### config.mk
export PLATFORM = sky130hd
export DESIGN_NAME = mbx_bank
export DESIGN_NICKNAME = d
export VERILOG_FILES = /design/src/rtl/mbx_pkg.sv /design/src/rtl/mbx_decode.sv /design/src/rtl/mbx_cell.sv /design/src/rtl/mbx_bank.sv
export SDC_FILE = /design/constraint.sdc
export NUM_CORES = 1
export LEC_CHECK = 0
export ABC_AREA = 1
export BUFFER_PORTS_ARGS = -buffer_cell sky130_fd_sc_hd__buf_4
export CAP_MARGIN = 25
export CORE_MARGIN = 2
export CORE_UTILIZATION = 25
export CTS_CLUSTER_SIZE = 40
export DETAILED_ROUTE_END_ITERATION = 10
export HOLD_SLACK_MARGIN = 0.08
export MAX_ROUTING_LAYER = met4
export SKIP_LAST_GASP = 1
export SLEW_MARGIN = 20
export SYNTH_ARGS = -nofsm -noshare
export SYNTH_HDL_FRONTEND = slang
export SYNTH_SLANG_ARGS = --single-unit
### constraint.sdc
create_clock -name clk -period 3.6 [get_ports clk]
set_clock_uncertainty 0.05 [all_clocks]
set_input_delay 0 -clock clk [delete_from_list [all_inputs] [get_ports clk]]
set_output_delay 0 -clock clk [all_outputs]
set_load 0.02 [all_outputs]
### src/rtl/mbx_pkg.sv
package mbx_pkg;

    // Which side, if any, commits a write to a register this cycle.
    typedef enum logic [1:0] {
        WSRC_NONE = 2'd0,
        WSRC_HOST = 2'd1,
        WSRC_SEC  = 2'd2
    } wsrc_e;

endpackage

### src/rtl/mbx_decode.sv
module mbx_decode #(
    parameter int AW   = 6,
    parameter int NREG = 8,
    parameter int BASE = 32
) (
    input  logic                    wr,
    input  logic                    rd,
    input  logic [AW-1:0]           addr,
    output logic [NREG-1:0]         wr_sel,
    output logic [NREG-1:0]         rd_sel
);
    localparam int IDXW = $clog2(NREG);
    localparam int LO   = IDXW + 1;
    localparam logic [AW-1:0] BASE_V = AW'(BASE);

    logic            hit;
    logic [IDXW-1:0] idx;

    assign hit = (addr[AW-1:LO] == BASE_V[AW-1:LO]);
    assign idx = addr[LO-1:1];

    for (genvar i = 0; i < NREG; i++) begin : g_sel
        assign wr_sel[i] = wr && hit && (idx == IDXW'(i));
        assign rd_sel[i] = rd && hit && (idx == IDXW'(i));
    end

endmodule

### src/rtl/mbx_cell.sv
module mbx_cell
    import mbx_pkg::*;
#(
    parameter int DW = 16
) (
    input  logic                clk,
    input  logic                rst_n,
    input  logic                h_we,
    input  logic [DW/8-1:0]     h_be,
    input  logic [DW-1:0]       h_wd,
    input  logic                s_we,
    input  logic [DW/8-1:0]     s_be,
    input  logic [DW-1:0]       s_wd,
    input  logic                h_re,
    input  logic                s_re,
    output logic [DW-1:0]       q,
    output logic                h_dirty,
    output logic                s_dirty,
    output logic                h_commit
);
    localparam int LANES = DW / 8;

    logic [DW-1:0] h_mask, s_mask;
    logic [DW-1:0] h_merge, s_merge;
    logic          h_diff, s_diff;
    wsrc_e         src;
    logic [DW-1:0] q_n;
    logic          hd_n, sd_n;

    for (genvar l = 0; l < LANES; l++) begin : g_lane
        assign h_mask[l*8 +: 8] = {8{h_be[l]}};
        assign s_mask[l*8 +: 8] = {8{s_be[l]}};
    end

    assign h_diff  = |((h_wd ^ q) & h_mask);
    assign s_diff  = |((s_wd ^ q) & s_mask);
    assign h_merge = (h_wd & h_mask) | (q & ~h_mask);
    assign s_merge = (s_wd & s_mask) | (q & ~s_mask);

    // Source selector: the secondary side owns the register whenever it writes.
    always_comb begin
        if (s_we && s_diff)
            src = WSRC_SEC;
        else if (h_we && !s_we && h_diff)
            src = WSRC_HOST;
        else
            src = WSRC_NONE;
    end

    always_comb begin
        q_n  = q;
        hd_n = h_dirty & ~s_re;
        sd_n = s_dirty & ~h_re;
        unique case (src)
            WSRC_HOST: begin
                q_n  = h_merge;
                hd_n = 1'b1;
            end
            WSRC_SEC: begin
                q_n  = s_merge;
                sd_n = 1'b1;
            end
            default: ;
        endcase
        if (h_we && s_we)
            hd_n = 1'b0;
    end

    assign h_commit = (src == WSRC_HOST);

    always_ff @(posedge clk or negedge rst_n) begin
        if (!rst_n) begin
            q       <= '0;
            h_dirty <= 1'b0;
            s_dirty <= 1'b0;
        end else begin
            q       <= q_n;
            h_dirty <= hd_n;
            s_dirty <= sd_n;
        end
    end

    // an unchanged host write leaves the register alone
    a_r3_same_drop: assert property (@(posedge clk) disable iff (!rst_n)
        (h_we && !s_we && (((h_wd ^ q) & h_mask) == '0)) |=> (q == $past(q)));

    // a committed host write marks the register as posted by the host
    a_r2_host_post: assert property (@(posedge clk) disable iff (!rst_n)
        h_commit |=> h_dirty);

    // a same-cycle clash leaves the host flag clear
    a_r8_clash_clear: assert property (@(posedge clk) disable iff (!rst_n)
        (h_we && s_we) |=> !h_dirty);

    // a host read with no secondary write drops the secondary flag
    a_r5_hread_clears: assert property (@(posedge clk) disable iff (!rst_n)
        (h_re && !s_we) |=> !s_dirty);

    // a secondary read with no host write drops the host flag
    a_r7_sread_clears: assert property (@(posedge clk) disable iff (!rst_n)
        (s_re && !h_we) |=> !h_dirty);

endmodule

### src/rtl/mbx_bank.sv
module mbx_bank #(
    parameter int AW   = 6,
    parameter int DW   = 16,
    parameter int NREG = 8,
    parameter int BASE = 32,
    parameter int NSEC = 2
) (
    input  logic                clk,
    input  logic                rst_n,
    input  logic                h_wr,
    input  logic                h_rd,
    input  logic [AW-1:0]       h_addr,
    input  logic [DW/8-1:0]     h_be,
    input  logic [DW-1:0]       h_wdata,
    output logic [DW-1:0]       h_rdata,
    input  logic                s_wr,
    input  logic                s_rd,
    input  logic [AW-1:0]       s_addr,
    input  logic [DW/8-1:0]     s_be,
    input  logic [DW-1:0]       s_wdata,
    output logic [DW-1:0]       s_rdata,
    output logic [NREG-1:0]     h_posted,
    output logic [NREG-1:0]     s_posted,
    output logic [NSEC-1:0]     wake
);
    logic [NREG-1:0] h_wsel, h_rsel, s_wsel, s_rsel;
    logic [NREG-1:0] commit;
    logic [DW-1:0]   regs [NREG];
    logic [DW-1:0]   h_rd_n, s_rd_n;
    logic            wake_q;

    mbx_decode #(.AW(AW), .NREG(NREG), .BASE(BASE)) u_hdec (
        .wr(h_wr), .rd(h_rd), .addr(h_addr), .wr_sel(h_wsel), .rd_sel(h_rsel)
    );

    mbx_decode #(.AW(AW), .NREG(NREG), .BASE(BASE)) u_sdec (
        .wr(s_wr), .rd(s_rd), .addr(s_addr), .wr_sel(s_wsel), .rd_sel(s_rsel)
    );

    for (genvar i = 0; i < NREG; i++) begin : g_cell
        mbx_cell #(.DW(DW)) u_cell (
            .clk     (clk),
            .rst_n   (rst_n),
            .h_we    (h_wsel[i]),
            .h_be    (h_be),
            .h_wd    (h_wdata),
            .s_we    (s_wsel[i]),
            .s_be    (s_be),
            .s_wd    (s_wdata),
            .h_re    (h_rsel[i]),
            .s_re    (s_rsel[i]),
            .q       (regs[i]),
            .h_dirty (h_posted[i]),
            .s_dirty (s_posted[i]),
            .h_commit(commit[i])
        );
    end

    always_comb begin
        h_rd_n = '0;
        s_rd_n = '0;
        for (int i = 0; i < NREG; i++) begin
            if (h_rsel[i]) h_rd_n = h_rd_n | regs[i];
            if (s_rsel[i]) s_rd_n = s_rd_n | regs[i];
        end
    end

    always_ff @(posedge clk or negedge rst_n) begin
        if (!rst_n) begin
            h_rdata <= '0;
            s_rdata <= '0;
            wake_q  <= 1'b0;
        end else begin
            h_rdata <= h_rd_n;
            s_rdata <= s_rd_n;
            wake_q  <= |commit;
        end
    end

    assign wake = {NSEC{wake_q}};

    // a host change is followed by a wake pulse
    a_r4_wake_follows: assert property (@(posedge clk) disable iff (!rst_n)
        (|commit) |=> wake[0]);

    // no wake without a host change the cycle before
    a_r4_wake_cause: assert property (@(posedge clk) disable iff (!rst_n)
        !(|commit) |=> !wake[0]);

    // a strobe reaches at most one register
    a_r1_one_target: assert property (@(posedge clk) disable iff (!rst_n)
        $onehot0(h_wsel) && $onehot0(s_wsel));

    // both secondaries see the same pulse
    always_comb a_r4_wake_both: assert (wake == '0 || wake == '1);

endmodule

* After elaboration in Yosys (flattened, before gate mapping) *
Cells that the tools add are included.

storage, ports and cells
  flip-flop bits (word level) = 177
  latch bits = 0
  bits in writable memories = 0
  ROM bits = 0
  bits of input ports = 54
  memories = 0

cells by class
  add/subtract/negate cells = 0
  multipliers = 0
  div/mod/pow operators = 0
  order comparisons = 0
  equality and inequality tests = 32
  shift-type cells = 0
  mux-type cells = 64
  bitwise operators = 114
  reduce and logical (&&, ||, !) cells = 103

operators by type and width
  kind                                           number
  AND 16 bit                                     34
  bitwise OR 16 bit                              30
  two-way mux 16 bit                             16
  case mux 16 bit (2 select lines)               8
  OR reduction 16 bit                            16
  bitwise XOR 16 bit                             16
  logical AND 1 bit                              68
  two-way mux 1 bit                              32
  NOT 16 bit                                     2
  == test 3 bit, second input constant           8
  == test 2 bit, second input constant           10
  AND 1 bit                                      16
  == test 2 x 1 -> 1 bit, second input constant  8
  two-way mux 2 bit                              8
  NOT 1 bit                                      16
  nonzero test 2 bit                             8
  == test 3 x 2 -> 1 bit, second input constant  4
  zero test 1 bit                                8
  OR reduction 8 bit                             1
  == test 3 x 1 -> 1 bit, second input constant  2
  zero test 3 bit                                2

* Longest topological paths before layout *
Gate-level depths: netlist of the first run.

  depth after elaboration = 18
  depth in mapped cells = 15
  gate-level depth less buffers = 13

* Cells and area by module *
Synthesis of the first run repeated with hierarchy kept, for this count alone.

unflattened totals
  cell total of the unflattened synthesis = 3598
  area, all modules = 19205.9 um2

modules (own cells, without submodules)
  module      instances  cells an instance  area an instance (um2)  seq. area each (um2)
  mbx_cell    8          373                1991.9                  450.4
  mbx_bank    1          552                3017.9                  825.8
  mbx_decode  2          31                 126.4                   0.0

* Worst setup path after synthesis of the first run *
OpenSTA, ideal clock, no wires.

  path kind = register -> register
  start point = register (tool-made name)
  end point = register (tool-made name)
  library setup time = 118 ps
  arrival time = 1372 ps
  setup slack = 2061 ps
  cell stages (with the launch flop) = 13
  buffers on the path = 0
  cells stage by stage = dfrtp_1 > inv_1 > nand2_1 > nand3_1 > nand2_1 > nor2_1 > nand2_1 > inv_1 > nand2_4 > nand3_2 > nand2_2 > nand2_1 > nand2_1

==> flow_metrics.py, run 1 <==
metrics = {
    "global_route": {
        "grt_pass1_vias": 15060,
        "globalRoute.totalOverflow": 0,
        "gr-usage-met2_pct": 31.58,
        "grt_pass1_wl_um": 97230,
        "grt_max_degree": 77,
        "grt_antenna_before_repair": 0,
        "grt_util_met1_pct": 27.23,
        "grt_use_total_pct": 21.26,
        "grt.busiest_layer": "met2",
        "grt_use_met3_pct": 5.477,
    },
    "cts": {
        "cts_resized": 0,
        "clock_latency_ns": 0.48,
        "cts_sinks": 177,
        "cts_tree": "done",
        "cts_buffer_depth": 2,
        "path_clk_slew_ns": 0.07,
        "cts_root_buf": "clkbuf_16",
        "cts_htree_levels": 4,
        "cts_buffers": 17,
    },
    "power_and_ir_drop": {
        "p_leak_uw": 0.008609,
        "switchingPower_uw": 2378,
        "p_per_area_mw_per_mm2": 369.8,
        "p_int_uw": 3933,
        "p_sw_share_pct": 37.68,
        "total_power_uw": 6311,
        "max-vdd-ir-drop_mv": 0.3703,
        "clkPwrFrac_pct": 32.8,
        "comb_power_share_pct": 26.6,
        "power.share.sequential_pct": 40.6,
    },
    "critical_path": {
        "cpMaxStageDelayCell": "dfrtp_1",
        "regToRegSetupSlack_ns": 1.18,
        "start_kind": "flop",
        "worstPathRequired_ns": 3.96,
        "worstRegToRegCells": 12,
        "timing.critical_path.mode_cell": "nand2_1",
        "cp.buffers_inverters": 1,
        "worstSetupPathType": "reg2reg",
        "cp_max_fo": 19,
        "critPathMaxStageDelay_ns": 0.45,
        "worstPathCellList": "inv_1 -> nand2_1 -> nand2_1 -> nand2_1 -> nor2_1 -> nand2_1 -> nand2_1 -> nand2_2 -> nand3_2 -> nand2_2 -> nand2_1 -> nand2_1",
        "crit_path_end_kind": "flop",
        "crit_family": "simple AND/OR/NAND/NOR gates",
        "cp.arrival_ns": 2.78,
    },
    "job": {
        "maxCapViolations": 0,
    },
    "min_path": {
        "hold_class": "in2async",
    },
    "floorplan": {
        "core_area_sq_mm": 0.06036,
        "io_pins": 104,
        "fp.dieW_um": 251.1,
        "initial_core_util_pct": 25.29,
        "floorplan.die_area_sq_mm": 0.06305,
        "die_h_um": 251.1,
        "core.rowCount": 90,
    },
    "synthesis": {
        "yosysSeqAreaShare_pct": 29.02,
        "syn_avg_cell_area_sq_um": 6.286,
        "synth_area_sq_mm": 0.01526,
        "ys_types": 35,
        "mappedNetlistNets": 2482,
        "yosys_warnings": 0,
        "syn-instance-count": 2428,
        "synth-seq-cells": 177,
    },
    "final_layout": {
        "stdcell_count": 3254,
        "nNetsFinal": 2513,
        "antenna_cells": 0,
        "fin_area_sq_mm": 0.01707,
        "area_growth_pct": 11.82,
        "drive_gt1_share_pct": 10.03,
    },
    "route": {
        "via_count": 16380,
        "via_per_inst": 5.032,
        "ant_nets": 0,
        "drtPass1Iterations": 8,
        "routed_wl_um": 65770,
        "wl_per_cell_um": 20.21,
        "first_iter_violations": 1967,
        "drcViolationCount": 0,
    },
    "sta": {
        "relSlewSlack_pct": 39.21,
        "max_freq_ghz": 0.4130,
        "worstMarginPinSlew_ns": 0.9097,
        "finalCritPeriodShare_pct": 67.26,
        "min_period_ns": 2.422,
        "setup_viol": 0,
        "drv_slew": 0,
        "setup_tns_ns": 0,
        "rsz0062_at_grt": "no",
        "holdWs_ns": 0.09559,
        "hold_viol": 0,
    },
    "place": {
        "port_buffers": 101,
        "placed_area_sq_mm": 0.01635,
        "hpwl_um": 48760,
        "gp_congestion": 0.9897,
        "placed_cells": 3211,
    },
    "run_status": {
        "status": "finished, final reports clean",
    },
}
## power by group through the flow
stage	clock, uW	combinational [uW]	sequential [uW]
finish	2070	1680	2560
global route	2160	1870	2590
CTS	2090	1660	2550
detailed placement	0	1650	2580
global placement	0	1640	2580
floorplan	0	1220	2470
## cell usage after synthesis (all sizes together)
library cell | instances | area, sq um
nand2 | 1146 | 4434
nand3 | 365 | 2027
inv | 205 | 774.5
dfrtp | 177 | 4429
xnor2 | 132 | 1156
buf | 109 | 764.5
nor2 | 101 | 396.6
o22ai | 62 | 387.9
a21oi | 38 | 190.2
o211ai | 16 | 120.1
nor3 | 15 | 110.1
o21ai | 12 | 75.08
a221oi | 11 | 96.34
nand4 | 9 | 56.30
clkbuf | 8 | 30.03
o2111ai | 8 | 70.07
a22oi | 4 | 30.03
a22o | 3 | 26.28
nor4 | 3 | 63.81
clkinv | 2 | 7.510
a211oi | 1 | 7.510
a32o | 1 | 10.01
## metrics by stage
| step | setup slack (ns) | utilization (%) |
|---|---|---|
| final | 1.179 | 28.28 |
| after global routing | 1.010 | 28.28 |
| after CTS | 1.336 | 28.28 |
| after detailed placement | 1.224 | 27.09 |
| after global placement | 1.225 | 27.09 |
| after floorplan | 2.061 | - |
## layout by cell type, fill, tap and decap left out, types with 4 or more instances in the layout
cell	instances
nor3_2	7
nand3_1	334
nor3_1	8
inv_2	15
inv_1	188
o21ai_0	10
nor2_2	7
clkinv_2	4
inv_6	5
clkbuf_16	17
nand3_2	25
nand3_4	6
buf_4	116
nand2_2	20
o2111ai_1	8
nor2_1	94
dfrtp_1	177
o211ai_1	16
xnor2_1	132
a221oi_1	11
a21oi_1	38
nand4_1	9
nand2_4	11
dlygate4sd3_1	11
a22oi_1	4
o22ai_1	62
nand2_1	1115
## kinds of logic (layout without fill, tap and decap cells)
| group | after synthesis | count (layout) | synth area share [%] |
|---|---|---|---|
| simple gates | 1639 | 1639 | 46.44 |
| xor+xnor | 132 | 132 | 7.574 |
| flops | 177 | 177 | 29.02 |
| buf+inv | 324 | 368 | 10.33 |
| compound gates | 156 | 156 | 6.640 |
## worst max path at each step
stage / endpoint / depth (start not counted) / slack [ns] / startpoint
after CTS: flop / 10 / 1.34 / flop
after global routing: flop / 12 / 1.01 / flop
after floorplan: flop / 12 / 2.06 / flop
after global placement: h_rdata[0]$_DFF_PN0_ / 9 / 1.23 / h_addr[4]
after detailed placement: h_rdata[0]$_DFF_PN0_ / 9 / 1.22 / h_addr[4]
final: flop / 12 / 1.18 / flop
## routing by layer
| layer | wire [um] | up-vias |
|---|---|---|
| met5 | 0 | - |
| met4 | 2879 | 0 |
| met3 | 6659 | 185 |
| met2 | 28710 | 809 |
| met1 | 27520 | 7604 |
| li1 | - | 7777 |
## worst reg2reg max path, delay by kind of cell, from the launching register on
family                 cells  cell delay, ns
flip-flops                 1            0.45
buffers and inverters      1            0.10
AND/OR/NAND/NOR           11            1.76
## final cells by class
type	count	area, sq um
Fill cell	6694	43290
Timing Repair Buffer	129	1015
Inverter	207	782.0
Clock inverter	15	180.2
Tap cell	782	978.4
Sequential cell	177	4429
Multi-Input combinational cell	1927	9258
Clock buffer	17	425.4
## timing repair
| action | in CTS | in global routing |
|---|---|---|
| setup buffers | 0 | 0 |
| hold buffers | 11 | 0 |
| endpoints found under the hold margin | 90 | 0 |
(Power assumes the default switching activity.)
==> inputs of run 2 (changes only) <==
--- a/config.mk
+++ b/config.mk
@@ -5,7 +5,7 @@
 export SDC_FILE = /design/constraint.sdc
 export NUM_CORES = 1
 export LEC_CHECK = 0
-export ABC_AREA = 1
+export ABC_AREA = 0
 export BUFFER_PORTS_ARGS = -buffer_cell sky130_fd_sc_hd__buf_4
 export CAP_MARGIN = 25
 export CORE_MARGIN = 2
==> constraint.sdc (replaced) <==
create_clock -name clk -period 2.1 [get_ports clk]
set_clock_uncertainty 0.05 [all_clocks]
set_input_delay 0 -clock clk [delete_from_list [all_inputs] [get_ports clk]]
set_output_delay 0 -clock clk [all_outputs]
set_load 0.02 [all_outputs]
==> run 2 against run 1 <==
The flow now finishes with violations (negative setup slack). Via count decreased by 18%. Design area is 3.9% higher. Combinational power grew to 2.9 times the previous value. Fmax increased by 12%. Final cell count fell by 29%. Clock power is 68% higher. Routed wire length decreased by 4.5%. Power rose by 110%. Worst hold slack improved by 0.015 ns. Clock-buffer cell count up 2. Highest routed layer unchanged.
==> flow_metrics.py, run 2 <==
metrics = {
    "run_status": {
        "status": "finished, violations left",
        "failed_checks": "negative setup slack",
    },
    "floorplan": {
        "fp.dieW_um": 225.7,
        "io_pins": 104,
        "initial_core_util_pct": 25.20,
        "floorplan.die_area_sq_mm": 0.05093,
        "core.rowCount": 81,
        "core_area_sq_mm": 0.04875,
        "die_h_um": 225.7,
    },
    "place": {
        "preCtsSetupSlack_ns": -0.3674,
        "placed_area_sq_mm": 0.01564,
        "gp_congestion": 1.001,
        "hpwl_um": 45500,
        "port_buffers": 101,
    },
    "route": {
        "met1_length_um": 24490,
        "dr_wl_met2_um": 29080,
        "wl_met3_um": 5873,
        "via_count": 13350,
        "drtPass1Iterations": 7,
        "drcViolationCount": 0,
        "ant_nets": 0,
        "top_layer": "met4",
        "first_iter_violations": 1565,
        "via_per_inst": 5.751,
        "routed_wl_um": 62810,
        "wl_per_cell_um": 27.06,
    },
    "cts": {
        "clock_latency_ns": 0.49,
        "cts_root_buf": "clkbuf_16",
        "path_clk_slew_ns": 0.09,
        "cts_buffers": 17,
        "cts_sinks": 177,
        "cts_tree": "done",
        "cts_htree_levels": 4,
        "cts_buffer_depth": 2,
    },
    "sta": {
        "finalWorstSetupSlack_ns": -0.07064,
        "setup_viol": 29,
        "relSlewSlack_pct": 38.26,
        "min_period_ns": 2.171,
        "worstMarginPinSlew_ns": 0.9228,
        "drv_slew": 0,
        "rsz0062_at_grt": "yes",
        "hold_viol": 0,
        "setup_tns_ns": -1.176,
        "max_freq_ghz": 0.4607,
        "finalCritPeriodShare_pct": 103.4,
    },
    "critical_path": {
        "critPathMaxStageDelay_ns": 0.45,
        "worstPathRequired_ns": 2.41,
        "start_kind": "flop",
        "cp_max_fo": 9,
        "cp.arrival_ns": 2.48,
        "cpMaxStageDelayCell": "dfrtp_2",
        "worstSetupPathType": "reg2reg",
        "worstPathCellList": "xor2_2 -> nor4_1 -> nand2_1 -> buf_6 -> a32o_2 -> buf_12 -> a221o_1",
        "crit_path_end_kind": "flop",
    },
    "power_and_ir_drop": {
        "p_per_area_mw_per_mm2": 732.6,
        "max-vdd-ir-drop_mv": 0.4521,
        "p_sw_share_pct": 37.41,
        "p_leak_uw": 0.007483,
        "clkPwrFrac_pct": 26.8,
        "comb_power_share_pct": 37.1,
        "power.share.sequential_pct": 36.1,
        "p_int_uw": 8135,
        "switchingPower_uw": 4862,
    },
    "global_route": {
        "globalRoute.totalOverflow": 0,
        "grt_pass1_vias": 13390,
        "grt_pass1_wl_um": 89580,
        "grt_max_degree": 114,
        "grt_antenna_before_repair": 0,
        "grt_use_total_pct": 25.04,
    },
    "synthesis": {
        "ys_types": 64,
        "synth_area_sq_mm": 0.01228,
        "synth_area_leaders": "dfrtp_1 (36%), xnor2_1 (10%), xor2_1 (8.0%)",
        "synth_top_area_share_pct": 36.06,
        "synth-seq-cells": 177,
        "yosysTopAreaCell": "dfrtp_1",
        "syn-instance-count": 1310,
        "yosys_warnings": 0,
        "syn_avg_cell_area_sq_um": 9.377,
        "synth-edff-count": 0,
        "mappedNetlistNets": 1364,
        "async_reset_ff_share_pct": 100.0,
        "synth-main-ff-cell": "dfrtp_1",
        "yosysSeqAreaShare_pct": 36.06,
        "yosysMostFrequentCell": "dfrtp_1",
        "synth_commonest_cells": "dfrtp_1 (177), xnor2_1 (144), a22oi_1 (130)",
    },
    "final_layout": {
        "fill_cells": 4882,
        "regArea_sq_mm": 0.004437,
        "drive_gt1_share_pct": 34.76,
        "antenna_cells": 0,
        "final_common_cell": "buf_4",
        "area_growth_pct": 44.42,
        "nNetsFinal": 1698,
        "fin_area_sq_mm": 0.01774,
        "multi_input_area_sq_mm": 0.008082,
        "layout_common_cells": "buf_4 (335), dfrtp_1 (171), xnor2_1 (136)",
        "post-route-util_pct": 36.39,
    },
    "job": {
        "maxCapViolations": 0,
    },
    "min_path": {
        "hold_class": "in2async",
    },
}
-- run 2: cell count changes after synthesis, sizes merged, moves of 27 or more --
| cell | delta |
|---|---|
| buf | -32 |
| nand4 | +59 |
| nand2 | -1075 |
| inv | -181 |
| a221o | +40 |
| xor2 | +112 |
| nand3 | -302 |
| a22oi | +126 |
| a21o | +27 |
| o22ai | -46 |
| o221ai | +64 |
-- run 2: layer usage --
layer	vias to the layer above	global-route usage [%]
li1	5644	-
met1	6631	31.00
met2	855	39.05
met3	218	5.126
met4	0	11.94
met5	-	-
-- run 2: area by class of cell --
| class | instances | area share (%) |
|---|---|---|
| timing repair buffer | 418 | 20.88 |
| sequential | 177 | 25.01 |
| tap | 664 | 4.683 |
| multi-input combinational | 1006 | 45.55 |
| inverter | 24 | 0.5078 |
| clock buffer | 19 | 2.440 |
| clock inverter | 13 | 0.9310 |
-- run 2: final timing paths --
check / from / endpoint / slack, ns / cells past startpoint
max reg2reg: flop / flop / -0.07 / 7
max: flop / flop / -0.07 / 7
max in group asynchronous: rst_n / async pin / 0.96 / 4
min in group clk: s_addr[5] / g_cell[7].u_cell.s_dirty$_DFF_PN0_ / 0.12 / 5
min: rst_n / s_rdata[0]$_DFF_PN0_ / 0.11 / 3
min reg2reg: g_cell[7].u_cell.s_dirty$_DFF_PN0_ / g_cell[7].u_cell.s_dirty$_DFF_PN0_ / 0.46 / 2
-- run 2: cell families after synthesis --
kind of cell	count (synthesis)	synth area share, %
AOI/OAI and AO/OA	378	24.91
and+or+nand+nor	368	15.49
xor gates and xnor gates	256	18.25
DFF	177	36.06
buffers and inverters	131	5.286
-- run 2: worst max-delay path, delay by kind of cell (launching register included) --
kind            cells  cell delay, ns
compound gates      2            0.58
xor+xnor            1            0.18
flops               1            0.45
buf+inv             2            0.31
simple gates        2            0.47
-- run 2: through the flow --
step                hold WS (ns)  cells  total power [uW]
finish                    0.1105   2321             13000
CTS                      0.08317   2314             12720
global route              0.1284   2321             13540
detailed placement      -0.01777   2231              9026
floorplan                -0.3456   1310              6927
global placement        -0.01432   2231              8981
-- run 2: what timing repair did --
item,in CTS,in global routing
hold buffers,36,0
resized for setup,60,136
endpoints found under the hold margin,247,0
setup buffers,12,8
setup endpoints to repair,99,129
cloned,5,3
pin swaps,30,70
-- run 2: power groups by stage --
stage | Clock [uW] | Combinational (uW) | Sequential, uW
2_1_floorplan | 0 | 2120 | 4810
3_5_place_dp | 0 | 4290 | 4740
5_1_grt | 3670 | 5100 | 4770
6_report | 3480 | 4830 | 4690
4_1_cts | 3540 | 4510 | 4670
3_3_place_gp | 0 | 4260 | 4720
